File: src/rtl/qdec_pkg.sv
package qdec_pkg;
  typedef enum logic [1:0] {
    EDGE_BOTH     = 2'b00,
    EDGE_RISE     = 2'b01,
    EDGE_FALL     = 2'b10,
    EDGE_BOTH_ALT = 2'b11
  } edge_sel_e;
endpackage

File: src/rtl/qdec_sync.sv
module qdec_sync #(
  parameter int unsigned WIDTH = 2
) (
  input  logic             clk_i,
  input  logic             rst_ni,
  input  logic [WIDTH-1:0] d_i,
  output logic [WIDTH-1:0] q_o
);
  logic [WIDTH-1:0] meta_q, sync_q;

  always_ff @(posedge clk_i or negedge rst_ni) begin
    if (!rst_ni) begin
      meta_q <= '0;
      sync_q <= '0;
    end else begin
      meta_q <= d_i;
      sync_q <= meta_q;
    end
  end

  assign q_o = sync_q;
endmodule

File: src/rtl/qdec_tick_gen.sv
module qdec_tick_gen #(
  parameter int unsigned PRE_DIV  = 4,
  parameter int unsigned TICK_DIV = 64
) (
  input  logic clk_i,
  input  logic rst_ni,
  output logic tick_o
);
  localparam int unsigned PreW  = (PRE_DIV  > 1) ? $clog2(PRE_DIV)  : 1;
  localparam int unsigned PostW = (TICK_DIV > 1) ? $clog2(TICK_DIV) : 1;

  logic [PreW-1:0]  pre_q;
  logic [PostW-1:0] post_q;
  logic             pre_wrap, post_wrap;
  logic             tick_q;

  assign pre_wrap  = (pre_q  == PreW'(PRE_DIV - 1));
  assign post_wrap = (post_q == PostW'(TICK_DIV - 1));

  always_ff @(posedge clk_i or negedge rst_ni) begin
    if (!rst_ni) begin
      pre_q  <= '0;
      post_q <= '0;
      tick_q <= 1'b0;
    end else begin
      tick_q <= pre_wrap && post_wrap;
      if (pre_wrap) begin
        pre_q  <= '0;
        post_q <= post_wrap ? '0 : post_q + 1'b1;
      end else begin
        pre_q <= pre_q + 1'b1;
      end
    end
  end

  assign tick_o = tick_q;

  // tick is a single-cycle pulse (period >= 2 assumed)
  a_r4_tick_single: assert property (@(posedge clk_i) disable iff (!rst_ni)
    tick_q |=> !tick_q);
endmodule

File: src/rtl/qdec_settle.sv
module qdec_settle #(
  parameter int unsigned SETTLE_TICKS = 16
) (
  input  logic clk_i,
  input  logic rst_ni,
  input  logic load_i,
  input  logic tick_i,
  input  logic raw_i,
  output logic filt_o,
  output logic chg_o
);
  localparam int unsigned CntW = $clog2(SETTLE_TICKS + 1);

  logic [CntW-1:0] cnt_q;
  logic            filt_q, chg_q;

  always_ff @(posedge clk_i or negedge rst_ni) begin
    if (!rst_ni) begin
      cnt_q  <= '0;
      filt_q <= 1'b0;
      chg_q  <= 1'b0;
    end else begin
      chg_q <= 1'b0;
      if (load_i) begin
        filt_q <= raw_i;
        cnt_q  <= '0;
      end else if (raw_i == filt_q) begin
        cnt_q <= '0;              // bounce back restarts the wait
      end else if (tick_i) begin
        if (cnt_q == CntW'(SETTLE_TICKS - 1)) begin
          filt_q <= raw_i;
          cnt_q  <= '0;
          chg_q  <= 1'b1;
        end else begin
          cnt_q <= cnt_q + 1'b1;
        end
      end
    end
  end

  assign filt_o = filt_q;
  assign chg_o  = chg_q;

  // filtered level moves only on a tick, apart from the start-up load
  a_r2_move_on_tick: assert property (@(posedge clk_i) disable iff (!rst_ni)
    (!$stable(filt_q) && !$past(load_i)) |-> $past(tick_i));
  // change strobe marks every settled transition, rising or falling
  a_r3_chg_marks_move: assert property (@(posedge clk_i) disable iff (!rst_ni)
    chg_q |-> !$stable(filt_q));
endmodule

File: src/rtl/qdec_dir.sv
module qdec_dir
  import qdec_pkg::*;
(
  input  logic       clk_i,
  input  logic       rst_ni,
  input  logic       a_filt_i,
  input  logic       b_filt_i,
  input  logic       b_chg_i,
  input  logic [1:0] edge_sel_i,
  output logic       dir_o,
  output logic       step_o
);
  logic b_rise, b_fall, qual;
  logic dir_q, step_q;

  assign b_rise = b_chg_i &&  b_filt_i;
  assign b_fall = b_chg_i && !b_filt_i;

  always_comb begin
    unique case (edge_sel_e'(edge_sel_i))
      EDGE_RISE: qual = b_rise;
      EDGE_FALL: qual = b_fall;
      default:   qual = b_chg_i;
    endcase
  end

  always_ff @(posedge clk_i or negedge rst_ni) begin
    if (!rst_ni) begin
      dir_q  <= 1'b0;
      step_q <= 1'b0;
    end else begin
      step_q <= qual;
      // A leads B when A already equals the new B level
      if (qual) dir_q <= (a_filt_i == b_filt_i);
    end
  end

  assign dir_o  = dir_q;
  assign step_o = step_q;

  // strobe lasts one cycle
  a_r7_step_single: assert property (@(posedge clk_i) disable iff (!rst_ni)
    step_q |=> !step_q);
  // direction holds between steps
  a_r7_dir_hold: assert property (@(posedge clk_i) disable iff (!rst_ni)
    !step_q |-> $stable(dir_q));
  // every step follows a settled B change
  a_r8_step_from_b: assert property (@(posedge clk_i) disable iff (!rst_ni)
    step_q |-> $past(b_chg_i));
  // rising-only selection steps with B high
  a_r6_rise_only: assert property (@(posedge clk_i) disable iff (!rst_ni)
    (step_q && $past(edge_sel_i) == EDGE_RISE) |-> b_filt_i);
endmodule

File: src/rtl/quad_dir_decoder.sv
module quad_dir_decoder #(
  parameter int unsigned PRE_DIV      = 4,
  parameter int unsigned TICK_DIV     = 64,
  parameter int unsigned SETTLE_TICKS = 16
) (
  input  logic       clk_i,
  input  logic       rst_ni,
  input  logic       enc_a_i,
  input  logic       enc_b_i,
  input  logic [1:0] edge_sel_i,
  output logic       dir_o,
  output logic       step_o
);
  localparam int unsigned NumCh  = 2;
  localparam int unsigned ChA    = 0;
  localparam int unsigned ChB    = 1;
  localparam int unsigned SyncLat = 2;

  logic [NumCh-1:0] raw_sync, filt, chg;
  logic             tick;
  logic [1:0]       init_q;
  logic             init_done, load;

  qdec_sync #(.WIDTH(NumCh)) i_sync (
    .clk_i  (clk_i),
    .rst_ni (rst_ni),
    .d_i    ({enc_b_i, enc_a_i}),
    .q_o    (raw_sync)
  );

  qdec_tick_gen #(.PRE_DIV(PRE_DIV), .TICK_DIV(TICK_DIV)) i_tick (
    .clk_i  (clk_i),
    .rst_ni (rst_ni),
    .tick_o (tick)
  );

  // prime the filters once the synchronizer holds real input levels
  always_ff @(posedge clk_i or negedge rst_ni) begin
    if (!rst_ni)        init_q <= '0;
    else if (!init_done) init_q <= init_q + 1'b1;
  end
  assign init_done = (init_q > 2'(SyncLat));
  assign load      = (init_q == 2'(SyncLat));

  for (genvar ch = 0; ch < NumCh; ch++) begin : g_ch
    qdec_settle #(.SETTLE_TICKS(SETTLE_TICKS)) i_settle (
      .clk_i  (clk_i),
      .rst_ni (rst_ni),
      .load_i (load),
      .tick_i (tick && init_done),
      .raw_i  (raw_sync[ch]),
      .filt_o (filt[ch]),
      .chg_o  (chg[ch])
    );
  end

  qdec_dir i_dir (
    .clk_i      (clk_i),
    .rst_ni     (rst_ni),
    .a_filt_i   (filt[ChA]),
    .b_filt_i   (filt[ChB]),
    .b_chg_i    (chg[ChB]),
    .edge_sel_i (edge_sel_i),
    .dir_o      (dir_o),
    .step_o     (step_o)
  );

  // no step before the filters are primed
  a_r1_quiet_start: assert property (@(posedge clk_i) disable iff (!rst_ni)
    !init_done |-> (!step_o && !dir_o));
endmodule

File: config.mk
export PLATFORM = sky130hd
export DESIGN_NAME = quad_dir_decoder
export DESIGN_NICKNAME = d
export VERILOG_FILES = /design/src/rtl/qdec_pkg.sv /design/src/rtl/qdec_sync.sv /design/src/rtl/qdec_tick_gen.sv /design/src/rtl/qdec_settle.sv /design/src/rtl/qdec_dir.sv /design/src/rtl/quad_dir_decoder.sv
export SDC_FILE = /design/constraint.sdc
export NUM_CORES = 1
export LEC_CHECK = 0
export ABC_CLOCK_PERIOD_IN_PS = 2700
export BUFFER_PORTS_ARGS = -buffer_cell sky130_fd_sc_hd__buf_2
export CAP_MARGIN = 40
export CORE_MARGIN = 3
export CORE_UTILIZATION = 50
export CTS_CLUSTER_DIAMETER = 60
export DETAILED_ROUTE_END_ITERATION = 8
export GPL_ROUTABILITY_DRIVEN = 0
export PLACE_DENSITY = 0.78
export SETUP_SLACK_MARGIN = 0.4
export SLEW_MARGIN = 20
export SYNTH_ARGS = -nofsm -noshare
export SYNTH_HDL_FRONTEND = slang
export SYNTH_HIERARCHICAL = 1
export SYNTH_SLANG_ARGS = --single-unit
File: constraint.sdc
create_clock -name clk_i -period 2.7 [get_ports clk_i]
set_input_delay 0.135 -clock clk_i [delete_from_list [all_inputs] [get_ports clk_i]]
set_output_delay 0.135 -clock clk_i [all_outputs]
set_load 0.02 [all_outputs]
==> results by stage <==
Critical path:
- For the worst setup path, the data required time is 2.93 ns.
- The type of origin of the critical path is a flop.
- In this run the worst path has a maximum fanout of 5.
- The path depth of the worst reg2reg path is 4.
- The start point of the critical path is g_ch[1].i_settle/cnt_q[0].
- The startpoint of the worst register-to-register path is g_ch[1].i_settle/cnt_q[0].
- STA puts the critical path data arrival time at 1.77 ns.
- STA classifies the critical path endpoint as a flop.
- The endpoint identified for the worst register-to-register timing path is g_ch[1].i_settle/filt_o.
- The reg-to-reg setup timing slack is ~1.2 ns.
- The kind of critical path is flop to flop.

Route:
- After detailed routing, the number of remaining DRC violations is 0.
- The detailed-routing iteration count for the pre-antenna-repair pass is 4.
- The detailed router's first-iteration violation count is 13.
- In this run the remaining antenna-violating nets after routing total 0.
- Dividing the detail-routed via count by the number of cells gives 5.43.
- The routed design has around 2200 um of wire.
- After detailed routing, the average wire length per cell comes to 13.1 um.
- The detailed router placed about 900 vias in this run.

Final layout:
- The fraction of layout cells with a size suffix above 1 is 16.2%.
- The multi-input logic area is 577 um2.
- The post-layout net count is 148.
- Counting the fill cells in the layout gives 206.
- The area growth from synthesis to final layout is 12.1%.
- The finished cells cover 1510 um2.
- At the end of the flow the core is filled with cells to 59.7%.
- The sequential cells in the finished layout cover a total of 751 um2.
- The antenna diode instance count is 0.
- The finished layout holds 166 standard cells, fillers aside.

Power:
- Across the VDD grid, the largest voltage drop is 0.436 mV.
- Power comes to between 0.0007 and 0.0008 W.
- For this design the static power due to leakage is 0.725 nW.
- The power density over the cells is ~500 nW/um2.

GRT:
- The first global-routing pass estimated 4030 um of wire.
- For met1 alone, demand over resource in global routing was 18.0%.
- The initial antenna violation count was 0.
- The number of global-route vias before repair is 943.
- After global routing, the most crowded layer is met2.
- Global routing consumed, on the met2 layer, 26.8% of the routing resources.
- The maximum number of pins on one net before global-route repair is 31.
- The total routing usage reported by global routing is 16.5%.
- Global routing consumed, on the met3 layer, 7.35% of the routing resources.
- After global routing the overflow that remains totals 0.

Clock tree:
- The count of cells resized by post-cts repair is 0.
- The CTS tree is done.
- After clock tree synthesis, the clock-pin slew on the worst setup and hold paths is 0.09 ns.
- The tree built by TritonCTS fans out to 30 sinks.
- Counting the buffers created by CTS gives 5.
- Buffers inserted to repair hold after CTS numbered 3.
- The clock tree root driver cell is clkbuf_4.
- The H-tree depth reported by CTS is 2.
- The total setup buffers inserted after CTS is 0.
- Clock latency on the worst-skew pair, taken at its later pin, is 0.33 ns.
- Counting along the longest clock path gives a buffer depth of 2.

Worst hold path:
- The path class of the tightest hold or removal check is input port to flop.
- In this run the most critical hold path is launched from edge_sel_i[1].
- The worst min-delay path endpoint is i_dir/step_o.
- The number of instances on the worst hold path is 3.

STA:
- The setup clock skew after layout is 0.00699 ns.
- Setup violations remaining at the end of the flow were counted as 0.
- The final worst-path cycle share is a little under three fifths.
- The total negative slack is 0 ns.
- Measured against its own limit, the worst slew margin works out to between 50% and 60%.
- The final period demand of the worst path is roughly 1.5 ns.
- For this run, the top clock speed supported by timing is 647 MHz.
- Setup repair after global routing left no endpoint under its margin.
- At the pin with the least slew margin, the transition time is between 0.6 and 0.7 ns.
- The number of pins exceeding their max-slew limit in the final report is 0.
- The final hold violation count was 0.

Yosys:
- During synthesis, Yosys emitted a total of 6 warnings.
- The area of the mapped netlist is 1340 um2.
- The number of nets in the synthesized netlist is 131.
- Each instance of the synthesized netlist takes up on average ~11 um2.
- In the synthesized netlist, the number of instances is 118.

Flow run:
- Across the run, the number of max-cap violations was 0.

Floorplan:
- The die outline area is around 3300 um2.
- The floorplan has 18 rows.
- The initial utilization of the core area, before any placement, comes to 53.2%.
- The I/O pin total is 8.
- The die is slightly below 60 um wide.
- The core area is 2520 um2.
- The die boundary height is 57.8 um.

Placed design:
- The number of cells after detailed placement is approximately 160.
- After legalization and detailed placement, the total HPWL measured 1520 um.
- The placement-stage cell area is roughly 1400 um2.
- The number of input and output port buffers inserted is 7.

Run status:
- The run finished with clean final reports.
## registers in the layout, summed over array words and instances, names as in the netlist
register,count
i_dir/dir_o,1
i_sync/meta_q,2
g_ch.i_settle/filt_o,2
g_ch.i_settle/chg_o,1
i_sync/q_o,2
i_tick/tick_o,1
init_q,2
i_tick/pre_q,2
i_dir/step_o,1
i_tick/post_q,6
g_ch.i_settle/cnt_q,10
## worst max path at each step
| stage | to | slack [ns] | depth (start not counted) |
|---|---|---|---|
| final | g_ch[1].i_settle/filt_o | 1.15 | 4 |
| after global routing | g_ch[1].i_settle/filt_o | 1.05 | 4 |
| after CTS | g_ch[1].i_settle/filt_o | 1.15 | 4 |
| after detailed placement | g_ch[1].i_settle/filt_o | 1.17 | 4 |
| after global placement | g_ch[0].i_settle/filt_o | 1.22 | 4 |
| after floorplan | g_ch[0].i_settle/filt_o | 1.25 | 4 |
## worst max-delay path, cell delays in order, from the launching register on
cell and delay [ns]:
dfrtp_1 0.45, ha_1 0.26, and4b_1 0.22, a21oi_1 0.17
mux2_2 0.35
## power breakdown
| group | internal (W) | total [W] | switching, W |
|---|---|---|---|
| Sequential | 0.000453 | 0.000457 | 0.00000336 |
| Clock | 0.000126 | 0.000278 | 0.000152 |
| Combinational | 0.0000122 | 0.0000310 | 0.0000188 |
## metal layers
| layer | vias to the layer above | part of all wire (%) | wire, um |
|---|---|---|---|
| li1 | 444 | - | - |
| met1 | 432 | 43 | 944 |
| met2 | 19 | 48 | 1050 |
| met3 | 6 | 5.3 | 116 |
| met4 | 0 | 3.0 | 65 |
| met5 | - | 0 | 0 |
## per-stage QoR
| stage | hold WS (ns) | setup slack (ns) |
|---|---|---|
| detailed placement | 0.192 | 1.17 |
| floorplan | -0.161 | 1.25 |
| finish | 0.217 | 1.15 |
| CTS | 0.202 | 1.15 |
| global route | 0.219 | 1.05 |
| global placement | 0.189 | 1.22 |
## cell usage in the layout (no fill, tap or decap), types with 3 or more instances in the layout
cell / instances
a21oi_1: 4
buf_2: 7
clkbuf_4: 5
dfrtp_1: 30
dlygate4sd3_1: 3
ha_1: 7
inv_1: 4
mux2_2: 3
nand2_1: 12
nand2b_1: 4
nor2_1: 14
o21ai_0: 7
or3_1: 3
xnor2_1: 4
xor2_1: 6
## area by class of cell
class / count / area share [%]
Inverter: 4 / 0.998
Multi-Input combinational cell: 84 / 38.3
Clock buffer: 7 / 3.66
Sequential cell: 30 / 49.9
Tap cell: 30 / 2.49
Timing Repair Buffer: 10 / 4.32
Clock inverter: 1 / 0.333
No activity file was read; power rests on OpenSTA's default activity.
